==> src/rtl/iw_pkg.sv <==
package iw_pkg;

    typedef enum logic {
        ST_RUN  = 1'b0,
        ST_IDLE = 1'b1
    } iw_state_e;

    typedef struct packed {
        logic vec;
        logic resume;
    } iw_release_t;

    // Exactly one strobe per release, chosen by the enable bit.
    function automatic iw_release_t release_kind(input logic irq_en);
        iw_release_t r;
        r.vec    = irq_en;
        r.resume = ~irq_en;
        return r;
    endfunction

    function automatic int sel_width(input int n);
        return (n > 1) ? $clog2(n) : 1;
    endfunction

endpackage

==> src/rtl/iw_tap_sync.sv <==
module iw_tap_sync #(
    parameter int NUM_TAPS = 4,
    parameter int SEL_W    = 2,
    parameter int STAGES   = 2
) (
    input  logic                clk,
    input  logic                rst,
    input  logic [NUM_TAPS-1:0] tap_i,
    input  logic [SEL_W-1:0]    sel_i,
    input  logic                clear_i,
    output logic                fall_o
);
    logic              picked;
    logic [STAGES-1:0] stg_q;
    logic              prev_q;

    assign picked = tap_i[sel_i];

    // Stage 0 always samples the tap. Later stages and the edge history
    // are wiped on idle entry, so only levels taken at or after that
    // edge can form a fall.
    always_ff @(posedge clk) begin
        if (rst) begin
            stg_q  <= '0;
            prev_q <= 1'b0;
        end else begin
            stg_q[0] <= picked;
            for (int i = 1; i < STAGES; i++) begin
                stg_q[i] <= clear_i ? 1'b0 : stg_q[i-1];
            end
            prev_q <= clear_i ? 1'b0 : stg_q[STAGES-1];
        end
    end

    assign fall_o = prev_q & ~stg_q[STAGES-1];

endmodule

==> src/rtl/iw_seq.sv <==
module iw_seq
    import iw_pkg::*;
(
    input  logic clk,
    input  logic rst,
    input  logic idle_req_i,
    input  logic wdt_irq_i,
    input  logic fall_i,
    input  logic irq_en_i,
    input  logic slow_mode_i,
    output logic enter_o,
    output logic latch_set_o,
    output logic halt_o,
    output logic resume_o,
    output logic vec_o,
    output logic run_slow_o
);
    iw_state_e   state_q;
    iw_release_t rel_q;
    logic        slow_q;
    logic        wake;

    assign enter_o     = (state_q == ST_RUN) && idle_req_i && !wdt_irq_i;
    assign wake        = (state_q == ST_IDLE) && fall_i;
    assign latch_set_o = wake && irq_en_i;

    always_ff @(posedge clk) begin
        if (rst) begin
            state_q <= ST_RUN;
            rel_q   <= '0;
            slow_q  <= 1'b0;
        end else begin
            rel_q <= '0;
            if (enter_o) begin
                state_q <= ST_IDLE;
            end else if (wake) begin
                state_q <= ST_RUN;
                rel_q   <= release_kind(irq_en_i);
            end
            if (state_q == ST_RUN) begin
                slow_q <= slow_mode_i;
            end
        end
    end

    assign halt_o     = (state_q == ST_IDLE);
    assign resume_o   = rel_q.resume;
    assign vec_o      = rel_q.vec;
    assign run_slow_o = slow_q;

endmodule

==> src/rtl/iw_irq_latch.sv <==
module iw_irq_latch (
    input  logic clk,
    input  logic rst,
    input  logic set_i,
    input  logic ack_i,
    output logic pend_o
);
    logic pend_q;

    // A set takes priority over an acknowledge at the same edge.
    always_ff @(posedge clk) begin
        if (rst)        pend_q <= 1'b0;
        else if (set_i) pend_q <= 1'b1;
        else if (ack_i) pend_q <= 1'b0;
    end

    assign pend_o = pend_q;

endmodule

==> src/rtl/idle_wake_ctrl.sv <==
module idle_wake_ctrl
    import iw_pkg::*;
#(
    parameter int NUM_TAPS    = 4,
    parameter int SEL_W       = sel_width(NUM_TAPS),
    parameter int SYNC_STAGES = 2
) (
    input  logic                clk,
    input  logic                rst,
    input  logic                idle_req_i,
    input  logic                wdt_irq_i,
    input  logic                slow_mode_i,
    input  logic [NUM_TAPS-1:0] tap_i,
    input  logic [SEL_W-1:0]    tap_sel_i,
    input  logic                irq_en_i,
    input  logic                irq_ack_i,
    output logic                cpu_halt_o,
    output logic                resume_o,
    output logic                vec_start_o,
    output logic                irq_latch_o,
    output logic                run_slow_o
);
    logic enter;
    logic fall;
    logic latch_set;

    iw_tap_sync #(
        .NUM_TAPS (NUM_TAPS),
        .SEL_W    (SEL_W),
        .STAGES   (SYNC_STAGES)
    ) u_sync (
        .clk     (clk),
        .rst     (rst),
        .tap_i   (tap_i),
        .sel_i   (tap_sel_i),
        .clear_i (enter),
        .fall_o  (fall)
    );

    iw_seq u_seq (
        .clk         (clk),
        .rst         (rst),
        .idle_req_i  (idle_req_i),
        .wdt_irq_i   (wdt_irq_i),
        .fall_i      (fall),
        .irq_en_i    (irq_en_i),
        .slow_mode_i (slow_mode_i),
        .enter_o     (enter),
        .latch_set_o (latch_set),
        .halt_o      (cpu_halt_o),
        .resume_o    (resume_o),
        .vec_o       (vec_start_o),
        .run_slow_o  (run_slow_o)
    );

    iw_irq_latch u_latch (
        .clk    (clk),
        .rst    (rst),
        .set_i  (latch_set),
        .ack_i  (irq_ack_i),
        .pend_o (irq_latch_o)
    );

endmodule

==> config.mk <==
export PLATFORM = sky130hd
export DESIGN_NAME = idle_wake_ctrl
export DESIGN_NICKNAME = d
export VERILOG_FILES = /design/src/rtl/iw_pkg.sv /design/src/rtl/iw_tap_sync.sv /design/src/rtl/iw_seq.sv /design/src/rtl/iw_irq_latch.sv /design/src/rtl/idle_wake_ctrl.sv
export SDC_FILE = /design/constraint.sdc
export NUM_CORES = 1
export LEC_CHECK = 0
export BUFFER_PORTS_ARGS = -buffer_cell sky130_fd_sc_hd__buf_2
export CAP_MARGIN = 40
export CORE_AREA = 8 8 45 47
export CTS_BUF_LIST = sky130_fd_sc_hd__clkbuf_4 sky130_fd_sc_hd__clkbuf_8 sky130_fd_sc_hd__clkbuf_16
export DETAILED_ROUTE_END_ITERATION = 10
export DIE_AREA = 0 0 53 55
export PLACE_DENSITY = 0.5
export SLEW_MARGIN = 10
export SYNTH_ARGS = -nofsm -noshare
export SYNTH_HDL_FRONTEND = slang
export SYNTH_SLANG_ARGS = --single-unit
==> constraint.sdc <==
create_clock -name clk -period 2.3 [get_ports clk]
set_input_delay 0.345 -clock clk [delete_from_list [all_inputs] [get_ports clk]]
set_output_delay 0.345 -clock clk [all_outputs]
set_load 0.01 [all_outputs]
# [Word-level counts from Yosys, hierarchy flattened]
# Index checks and enable logic that the tools add are counted.
[totals] reg_bits=8 word_cells=29
[op_classes] order_cmp=1 mux=6 bitwise_logic=5 reduce_logical=9
[ops] cell="$mux 1" count=5
[ops] cell="$logic_and 1x1->1" count=4
[ops] cell="$not 1->1" count=4
[ops] cell="$reduce_bool 2->1" count=2
[ops] cell="$lt 2x3->1 const B" count=1
[ops] cell="$reduce_or 3->1" count=1
[ops] cell="$bmux 1 s2" count=1
[ops] cell="$reduce_or 2->1" count=1
[ops] cell="$and 1x1->1" count=1
[ops] cell="$logic_not 1->1" count=1

# [Depth between registers and ports, before layout]
# Gate-level depths: netlist of run 1.
[logic_depth] depth_word=5 ltp_mapped=3 depth_no_buf=3

# [By module]
# From an unflattened synthesis of run 1, not the netlist that was laid out.
[hier_totals] hier_cells=25 area_unflattened_um2=301.5
[modules_own_cells] module="iw_seq" instances=1 cells_each=13 area_each_um2=145.1 seq_area_each_um2=80.1
[modules_own_cells] module="iw_tap_sync" instances=1 cells_each=8 area_each_um2=117.6 seq_area_each_um2=60.1
[modules_own_cells] module="iw_irq_latch" instances=1 cells_each=4 area_each_um2=38.8 seq_area_each_um2=20.0

# [Least setup slack after synthesis of run 1]
# OpenSTA, ideal clock, no wires.
[synth_path] kind="input-to-reg" startpoint="input port tap_sel_i[0]" endpoint="register u_sync.stg_q[0]" t_arrival_ns=0.927 slack_ns=1.259 stages=2 path_buffers=0 cell_sequence="mux4_2 -> nor2b_1"
[synth_via] elab_chain_cells=2
[synth_rtl] item="start, declared" line_no="idle_wake_ctrl.sv:14" text="input logic [SEL_W-1:0] tap_sel_i,"
[synth_rtl] item="$bmux 1 s2" line_no="iw_tap_sync.sv:17" text="assign picked = tap_i[sel_i];"
[synth_rtl] item="$mux 1 (implied by the code)" line_no="iw_tap_sync.sv:17"
[synth_rtl] item="end signal, assigned" line_no="iw_tap_sync.sv:27" text="stg_q[0] <= picked;"
[synth_rtl] item="end signal, assigned by index" line_no="iw_tap_sync.sv:29" text="stg_q[i] <= clear_i ? 1'b0 : stg_q[i-1];"
[synth_rtl] item="end, declared" line_no="iw_tap_sync.sv:14" text="logic [STAGES-1:0] stg_q;"
# Every way passes these cells. The select of a mux whose other input is x is not followed.
# A chain may end at the register's enable or synchronous reset.

# [Worst setup path in the final report of run 1]
[layout_path] startpoint="register u_seq.state_q, in the netlist u_seq.halt_o" endpoint="output port cpu_halt_o"
[layout_rtl] item="start, declared" line_no="iw_seq.sv:18" text="iw_state_e state_q;"
[layout_rtl] item="start signal, assigned" line_no="iw_seq.sv:29" text="state_q <= ST_RUN;"
[layout_rtl] item="start signal, assigned" line_no="iw_seq.sv:35" text="state_q <= ST_IDLE;"
[layout_rtl] item="start signal, assigned" line_no="iw_seq.sv:37" text="state_q <= ST_RUN;"
[layout_rtl] item="end, declared" line_no="idle_wake_ctrl.sv:17" text="output logic cpu_halt_o,"
# No word-level cell between the ends.

==> results of run 1 <==
stage by stage:
step                worst slack, ns  power (W)
floorplan                      1.26   0.000162
global placement               1.15   0.000177
detailed placement             1.14   0.000177
CTS                            1.13   0.000283
global route                   1.11   0.000291
finish                         1.14   0.000276
routing by layer:
layer	global-route usage, %	vias up	share of wire, %
met2	6.25	17	34
met4	0	0	0
met5	0	-	0
li1	-	124	-
met3	4.81	0	14
met1	4.73	100	51
final timing paths:
check        slack, ns  cells after the start            start               to
max               1.14                      1     u_seq.halt_o       cpu_halt_o
min               0.27                      2         irq_en_i   u_seq.resume_o
max reg2reg       1.33                      3     u_seq.halt_o    u_sync.prev_q
min reg2reg       0.42                      1  u_sync.stg_q[0]  u_sync.stg_q[1]
layout make-up:
class	instances	share of cell area (%)
Clock buffer	3	5.52
Multi-Input combinational cell	16	29.4
Sequential cell	8	39.3
Tap cell	16	4.91
Timing Repair Buffer	17	20.9
cell families (layout without fill, tap and decap cells):
group                  after synthesis  count (layout)  share of synthesized area [%]
AND/OR/NAND/NOR                     12              12                           26.8
AO/OA/AOI/OAI                        2               2                           4.46
buffers and inverters                0              20                              0
flip-flops                           8               8                           57.1
multiplexers                         2               2                           11.6
sequential cells by signal, summed over array words and instances, names as in the netlist:
register and flops:
u_seq.halt_o 1, u_sync.stg_q 2, u_seq.vec_o 1, u_sync.prev_q 1, u_latch.pend_o 1, u_seq.run_slow_o 1
u_seq.resume_o 1
power by group through the flow:
stage	Combinational, W	Sequential (W)	Clock (W)
2_1_floorplan	0.0000108	0.000151	0
3_3_place_gp	0.0000267	0.000150	0
3_5_place_dp	0.0000268	0.000150	0
4_1_cts	0.0000271	0.000147	0.000108
5_1_grt	0.0000292	0.000148	0.000114
6_report	0.0000264	0.000147	0.000103
layout by cell type, fill, tap and decap left out:
cell	count
mux4_2	1
mux2i_1	1
and2_1	2
buf_2	17
a21oi_1	1
nor2_1	4
nor3b_1	1
dfxtp_1	8
and4bb_1	1
a21o_1	1
nand2b_1	1
nor2b_1	2
clkbuf_4	3
and2_4	1
==> results.cfg, run 1 <==
[synthesis]
yosysTopAreaCell = dfxtp_1
async_flop_share_pct = 0
synth_cells = 24
synth_nets = 37
ys.flop_type = dfxtp_1
ys_ff_latch = 8
synth.area.top_cells = dfxtp_1 (57%), mux4_2 (8.0%), nor2_1 (5.4%), and2_1 (4.5%), and4bb_1 (4.5%)
synth_edf_count = 0
ys_seq_area_share_pct = 57.1
netlist_top_cells_count = dfxtp_1 (8), nor2_1 (4), and2_1 (2), nor2b_1 (2)
yosysMostFrequentCell = dfxtp_1
avgSynthCellArea_um2 = 11.7
netlist.area_leader.share_pct = 57.1
yosysWarnings = 0
synthDistinctLibCells = 12
netlist_area_um2 = 280

[place]
dp.cells = 57
placed_area_um2 = 385
dp.final_hpwl_um = 498
io_buffers = 17
gp_congestion = 0.698

[setup_path]
crit_slowest_cell = dfxtp_1
cp-start-kind = flop
cpPeakStageDelay_ns = 0.41
endpoint_kind = output port
path_max_fanout = 5
cp_cell_sequence = buf_2
path_buf_inv = 1
crit_arrival_ns = 0.81
required_ns = 1.96
crit_family = flip-flops
critPathKind = flop to output port

[timing]
setup-violations-final = 0
fmax_mhz = 863
post-route-period-util_pct = 50.4
period_needed_ns = 1.16
slew_violations = 0
holdWs_ns = 0.266
finalSetupTns_ns = 0
rsz0062_at_grt = no
hold_viol = 0
worst_pin_slew_ns = 0.260
slew_headroom_pct = 82.6
skew_ns = 0.00435

[clock_network]
cts_buffer_depth = 2
numCtsBuffers = 3
cts.clk_slew.worst_paths_ns = 0.05
cts_tree = yes
cts_resized = 0
postCtsSetupRepairBufs = 0
htreeDepth = 1
cts.sink_count = 8
insertion_delay_ns = 0.25
ctsHoldBuffers = 0
cts_root_buf = clkbuf_4

[layout]
utilization_pct = 29.5
seq_area_um2 = 160
fillers = 142
instances_no_fill = 60
drive_gt1_share_pct = 50.0
multiInputGateArea_um2 = 120
antennaDiodeCount = 0
nets = 59
area_delta_synth_final_pct = 45.5
design_area_um2 = 408

[power]
pwr-share-comb_pct = 9.5
p_clk_share_pct = 37.1
peakVddDrop_uv = 348
p_seq_share_pct = 53.3
p_per_area_nw_per_um2 = 678
p_leak_nw = 0.206
swShare_pct = 20.3
power_switching_w = 0.0000560
power.internal_w = 0.000220

[global_routing]
grt_overflow = 0
grt_max_degree = 7
antenna_found_initial = 0
grt_pass1_wl_um = 945
grt_usage_pct = 4.43
first_global_vias = 245

[drt]
wl_per_cell_um = 9.78
wirelength_um = 587
drt-pass1-iter-count = 2
drc = 0
drt_iter0_drc = 7
viasPerCell = 4.02
ant_nets = 0
vias = 241

[status]
status = finished, final reports clean

[run]
cap_violations = 0

[floorplan]
die_h_um = 55
ios = 18
start_util_pct = 20.3
die_area_um2 = 2920
num_rows = 14
die_w_um = 53
core_um2 = 1380

[hold_path]
worstHoldPathType = input pin to flop
No activity file was read; power rests on OpenSTA's default activity.
==> run 2: changes to the inputs <==
ABC_AREA = 1   (was not set)
PLACE_DENSITY = 0.52   (was 0.5)
clock period = 1.14 ns   (was 2.3 ns; I/O delays follow)
==> run 2 against run 1 <==
Effect of this change:
- utilization is 1.8 points higher
- power increased by 110%
- largest cell class unchanged
- clock skew is 0.0039 ns lower
- area after synthesis up 8.9%
- critical endpoint unchanged
- sequential share of layout area down 2.3 points
- synthesized cell count rose by 79%
- worst setup slack worse by 0.99 ns
- count of clock-buffer cells in the layout is the same
- register-to-register slack lost 0.95 ns
- cell area up 6.1%
==> results.cfg, run 2 <==
[clock_network]
cts_buffer_depth = 2
cts_resized = 0
htreeDepth = 1
cts.sink_count = 8
cts.clk_slew.worst_paths_ns = 0.05
cts_tree = yes
ctsHoldBuffers = 0
insertion_delay_ns = 0.25
numCtsBuffers = 3
postCtsSetupRepairBufs = 0
cts_root_buf = clkbuf_4

[synthesis]
synthDistinctLibCells = 9
synth_nets = 56
synth_edf_count = 0
async_flop_share_pct = 0
synth_cells = 43
yosysTopAreaCell = dfxtp_1
avgSynthCellArea_um2 = 7.10
netlist_top_cells_count = inv_1 (12), dfxtp_1 (8), nand2_1 (7), nor2_1 (6), nand3_1 (4)
ys_ff_latch = 8
netlist.area_leader.share_pct = 52.5
netlist_area_um2 = 305
yosysMostFrequentCell = inv_1
synth.area.top_cells = dfxtp_1 (52%), inv_1 (15%), nand2_1 (8.6%), nor2_1 (7.4%), nand3_1 (6.6%)
ys.flop_type = dfxtp_1
yosysWarnings = 0
ys_seq_area_share_pct = 52.5

[floorplan]
die_h_um = 55
num_rows = 14
start_util_pct = 22.1
die_w_um = 53
ios = 18
die_area_um2 = 2920
core_um2 = 1380

[layout]
largest_register_ffs = 2
instances_no_fill = 79
nets = 78
fillers = 154
area_delta_synth_final_pct = 41.8
top_register = u_sync.stg_q
drive_gt1_share_pct = 31.7
final_cell_mix = buf_2 (17), inv_1 (12), dfxtp_1 (8)
antennaDiodeCount = 0
layout_commonest_cell = buf_2

[timing]
worst_pin_slew_ns = 0.170
fmax_mhz = 1010
skew_ns = 0.000474
rsz0062_at_grt = no
slew_violations = 0
slew_headroom_pct = 88.6
hold_viol = 0
post-route-period-util_pct = 86.4
holdWs_ns = 0.111
finalSetupTns_ns = 0
period_needed_ns = 0.985
setup-violations-final = 0
setup_ws_ns = 0.155

[setup_path]
cpPeakStageDelay_ns = 0.40
path_max_fanout = 6
cp_cell_sequence = buf_2
cp-start-kind = flop
crit_family = flip-flops
required_ns = 0.97
critPathKind = flop to output port
crit_slowest_cell = dfxtp_1
crit_arrival_ns = 0.81
endpoint_kind = output port
path_buf_inv = 1

[drt]
drt-pass1-iter-count = 1
viasPerCell = 3.97
ant_nets = 0
drt_iter0_drc = 0
wl_per_cell_um = 8.97
vias = 314
wirelength_um = 709
drc = 0

[power]
power.internal_w = 0.000441
p_clk_share_pct = 37.2
p_leak_nw = 0.247
power_w = 0.000571
pwr-share-comb_pct = 10.9
power_switching_w = 0.000130
p_seq_share_pct = 51.9
p_per_area_nw_per_um2 = 1320
swShare_pct = 22.8
peakVddDrop_uv = 381

[global_routing]
grt_overflow = 0
grt_max_degree = 7
grt_usage_pct = 6.14
grt_pass1_wl_um = 1190
first_global_vias = 298
antenna_found_initial = 0

[place]
io_buffers = 17
pre_cts_ws_ns = 0.390
dp.cells = 76
dp.final_hpwl_um = 594
gp_congestion = 0.694

[hold_path]
worstHoldPathType = input pin to flop

[status]
status = finished, final reports clean

[run]
cap_violations = 0
-- run 2: cell count changes after synthesis, sizes merged, moves of 3 or more --
cell,change
inv,+12
nand2,+7
nand3,+4
and2,-3
-- run 2: worst paths after layout --
check | endpoint | start | slack, ns | cells after the start
setup / recovery | cpu_halt_o | u_seq.halt_o | 0.15 | 1
hold / removal | u_seq.resume_o | irq_en_i | 0.11 | 2
setup reg to reg | u_latch.pend_o | u_seq.halt_o | 0.38 | 2
hold reg to reg | u_sync.stg_q[1] | u_sync.stg_q[0] | 0.41 | 2
-- run 2: metal layers --
layer	up-vias	part of all wire [%]	GRT usage (%)
li1	171	-	-
met4	0	0	5.17
met1	131	42	6.28
met2	12	44	7.03
met3	0	14	6.15
met5	-	0	0
-- run 2: layout make-up --
class	instances	area [um2]	area share (%)
clock buffers	3	22.5	5.20
inverters	12	45.0	10.4
multi-input cells	23	100	23.1
flip-flops and latches	8	160	37.0
well taps	16	20.0	4.62
repair buffers	17	85.1	19.7
-- run 2: kinds of logic after synthesis --
logic type,count (synthesis),synth area share (%)
AND/OR/NAND/NOR,19,26.2
flip-flops,8,52.5
AO/OA/AOI/OAI,4,6.55
buffers and inverters,12,14.8
-- run 2: per-stage QoR --
| step | area [um2] | util [%] |
|---|---|---|
| 2_1_floorplan | 305 | - |
| 3_3_place_gp | 410 | 29.7 |
| 3_5_place_dp | 410 | 29.7 |
| 4_1_cts | 433 | 31.3 |
| 5_1_grt | 433 | 31.3 |
| 6_report | 433 | 31.3 |
-- run 2: power by group through the flow --
| stage | logic, W | registers [W] | clock network (W) |
|---|---|---|---|
| 2_1_floorplan | 0.0000272 | 0.000305 | 0 |
| 5_1_grt | 0.0000726 | 0.000298 | 0.000248 |
| 3_3_place_gp | 0.0000631 | 0.000302 | 0 |
| 4_1_cts | 0.0000639 | 0.000297 | 0.000222 |
| 3_5_place_dp | 0.0000633 | 0.000303 | 0 |
| 6_report | 0.0000623 | 0.000297 | 0.000213 |
==> run 3: changes to the inputs <==
PLACE_DENSITY = 0.53   (was 0.52)
clock period = 0.9 ns   (was 1.14 ns; I/O delays follow)
==> run 3 against run 2 <==
Effect of this change:
- combinational power grew 33%
- power increased by 27%
- worst setup slack lost 0.11 ns
- largest power group unchanged
==> results.cfg, run 3 (synthesis results as in run 2) <==
[clock_network]
cts_root_buf = clkbuf_4
cts.clk_slew.worst_paths_ns = 0.05
cts_tree = yes
ctsHoldBuffers = 0
cts_buffer_depth = 2
numCtsBuffers = 3
insertion_delay_ns = 0.25
postCtsSetupRepairBufs = 0
htreeDepth = 1
cts.sink_count = 8

[setup_path]
path_max_fanout = 6
crit_family = flip-flops
worstRegToRegCells = 4
cp_cell_sequence = buf_6
path_buf_inv = 1
crit_arrival_ns = 0.72
critical_path_depth = 1
required_ns = 0.76
endpoint_kind = output port
cp-start-kind = flop
cpPeakStageDelay_ns = 0.36
crit_slowest_cell = dfxtp_4
critPathKind = flop to output port

[global_routing]
grt_pass1_wl_um = 1260
antenna_found_initial = 0
grt_overflow = 0
grt_usage_pct = 6.20
first_global_vias = 328
grt_max_degree = 7

[power]
power_w = 0.000725
peakVddDrop_uv = 449
p_leak_nw = 0.249
p_per_area_nw_per_um2 = 1640

[drt]
ant_nets = 0
drc = 0
drt-pass1-iter-count = 2
wirelength_um = 709
drt_iter0_drc = 6
wl_per_cell_um = 8.97
viasPerCell = 4.01
vias = 317

[timing]
holdWs_ns = 0.0768
rsz0062_at_grt = no
fmax_mhz = 1170
slew_violations = 0
hold_viol = 0
worst_pin_slew_ns = 0.165
skew_ns = 0.00166
slew_headroom_pct = 88.9
finalSetupTns_ns = 0
period_needed_ns = 0.858
post-route-period-util_pct = 95.3
setup-violations-final = 0

[layout]
area_delta_synth_final_pct = 45.1
instances_no_fill = 79
top_register = u_sync.stg_q
largest_register_ffs = 2
layout_commonest_cell = buf_2
antennaDiodeCount = 0
fillers = 151
multiInputGateArea_um2 = 100
final_cell_mix = buf_2 (16), inv_1 (12), nand2_1 (7), dfxtp_1 (7), nor2_1 (6)
seq_area_um2 = 164
nets = 78
drive_gt1_share_pct = 33.3

[floorplan]
start_util_pct = 22.1
die_area_um2 = 2920
num_rows = 14
die_w_um = 53
core_um2 = 1380
die_h_um = 55
ios = 18

[place]
io_buffers = 17
dp.cells = 76
gp_congestion = 0.638
dp.final_hpwl_um = 613

[status]
status = finished, final reports clean

[run]
cap_violations = 0

[hold_path]
worstHoldPathType = input pin to flop
hold_depth = 2
run 3: area by class of cell:
type,instances,share of cell area (%)
Multi-Input combinational cell,23,22.6
Timing Repair Buffer,17,20.6
Inverter,12,10.2
Clock buffer,3,5.08
Sequential cell,8,37.0
Tap cell,16,4.52
run 3: repair_timing:
item | in CTS | in global routing
endpoints found under the setup margin | 1 | 1
gates cloned | 0 | 0
resized for setup | 1 | 2
run 3: path summary, 6_finish.rpt:
| path | start | end | slack, ns |
|---|---|---|---|
| worst max register to register | u_seq.halt_o | u_sync.prev_q | 0.16 |
| worst max-delay path | u_seq.halt_o | cpu_halt_o | 0.04 |
| worst min register to register | u_sync.stg_q[0] | u_sync.stg_q[1] | 0.41 |
| worst min-delay path | irq_en_i | u_seq.resume_o | 0.08 |
run 3: stage by stage:
step                util (%)  setup slack, ns  cell area [um2]
global route            32.0           0.0163              443
CTS                     31.4         0.000679              434
global placement        29.7            0.161              410
detailed placement      29.7            0.137              410
finish                  32.0           0.0419              443
floorplan                  -            0.149              305
run 3: metal layers:
layer  track usage (%)  vias up  share of wire (%)
met5                 0        -                  0
met4              5.17        0                  0
met3              4.55        0                 13
met2              7.81       14                 43
met1              6.75      133                 44
li1                  -      170                  -
run 3: power by group:
part	internal, W	switching [W]
logic	0.0000419	0.0000410
registers	0.000368	0.00000800
clock network	0.000152	0.000114
total	0.000562	0.000163
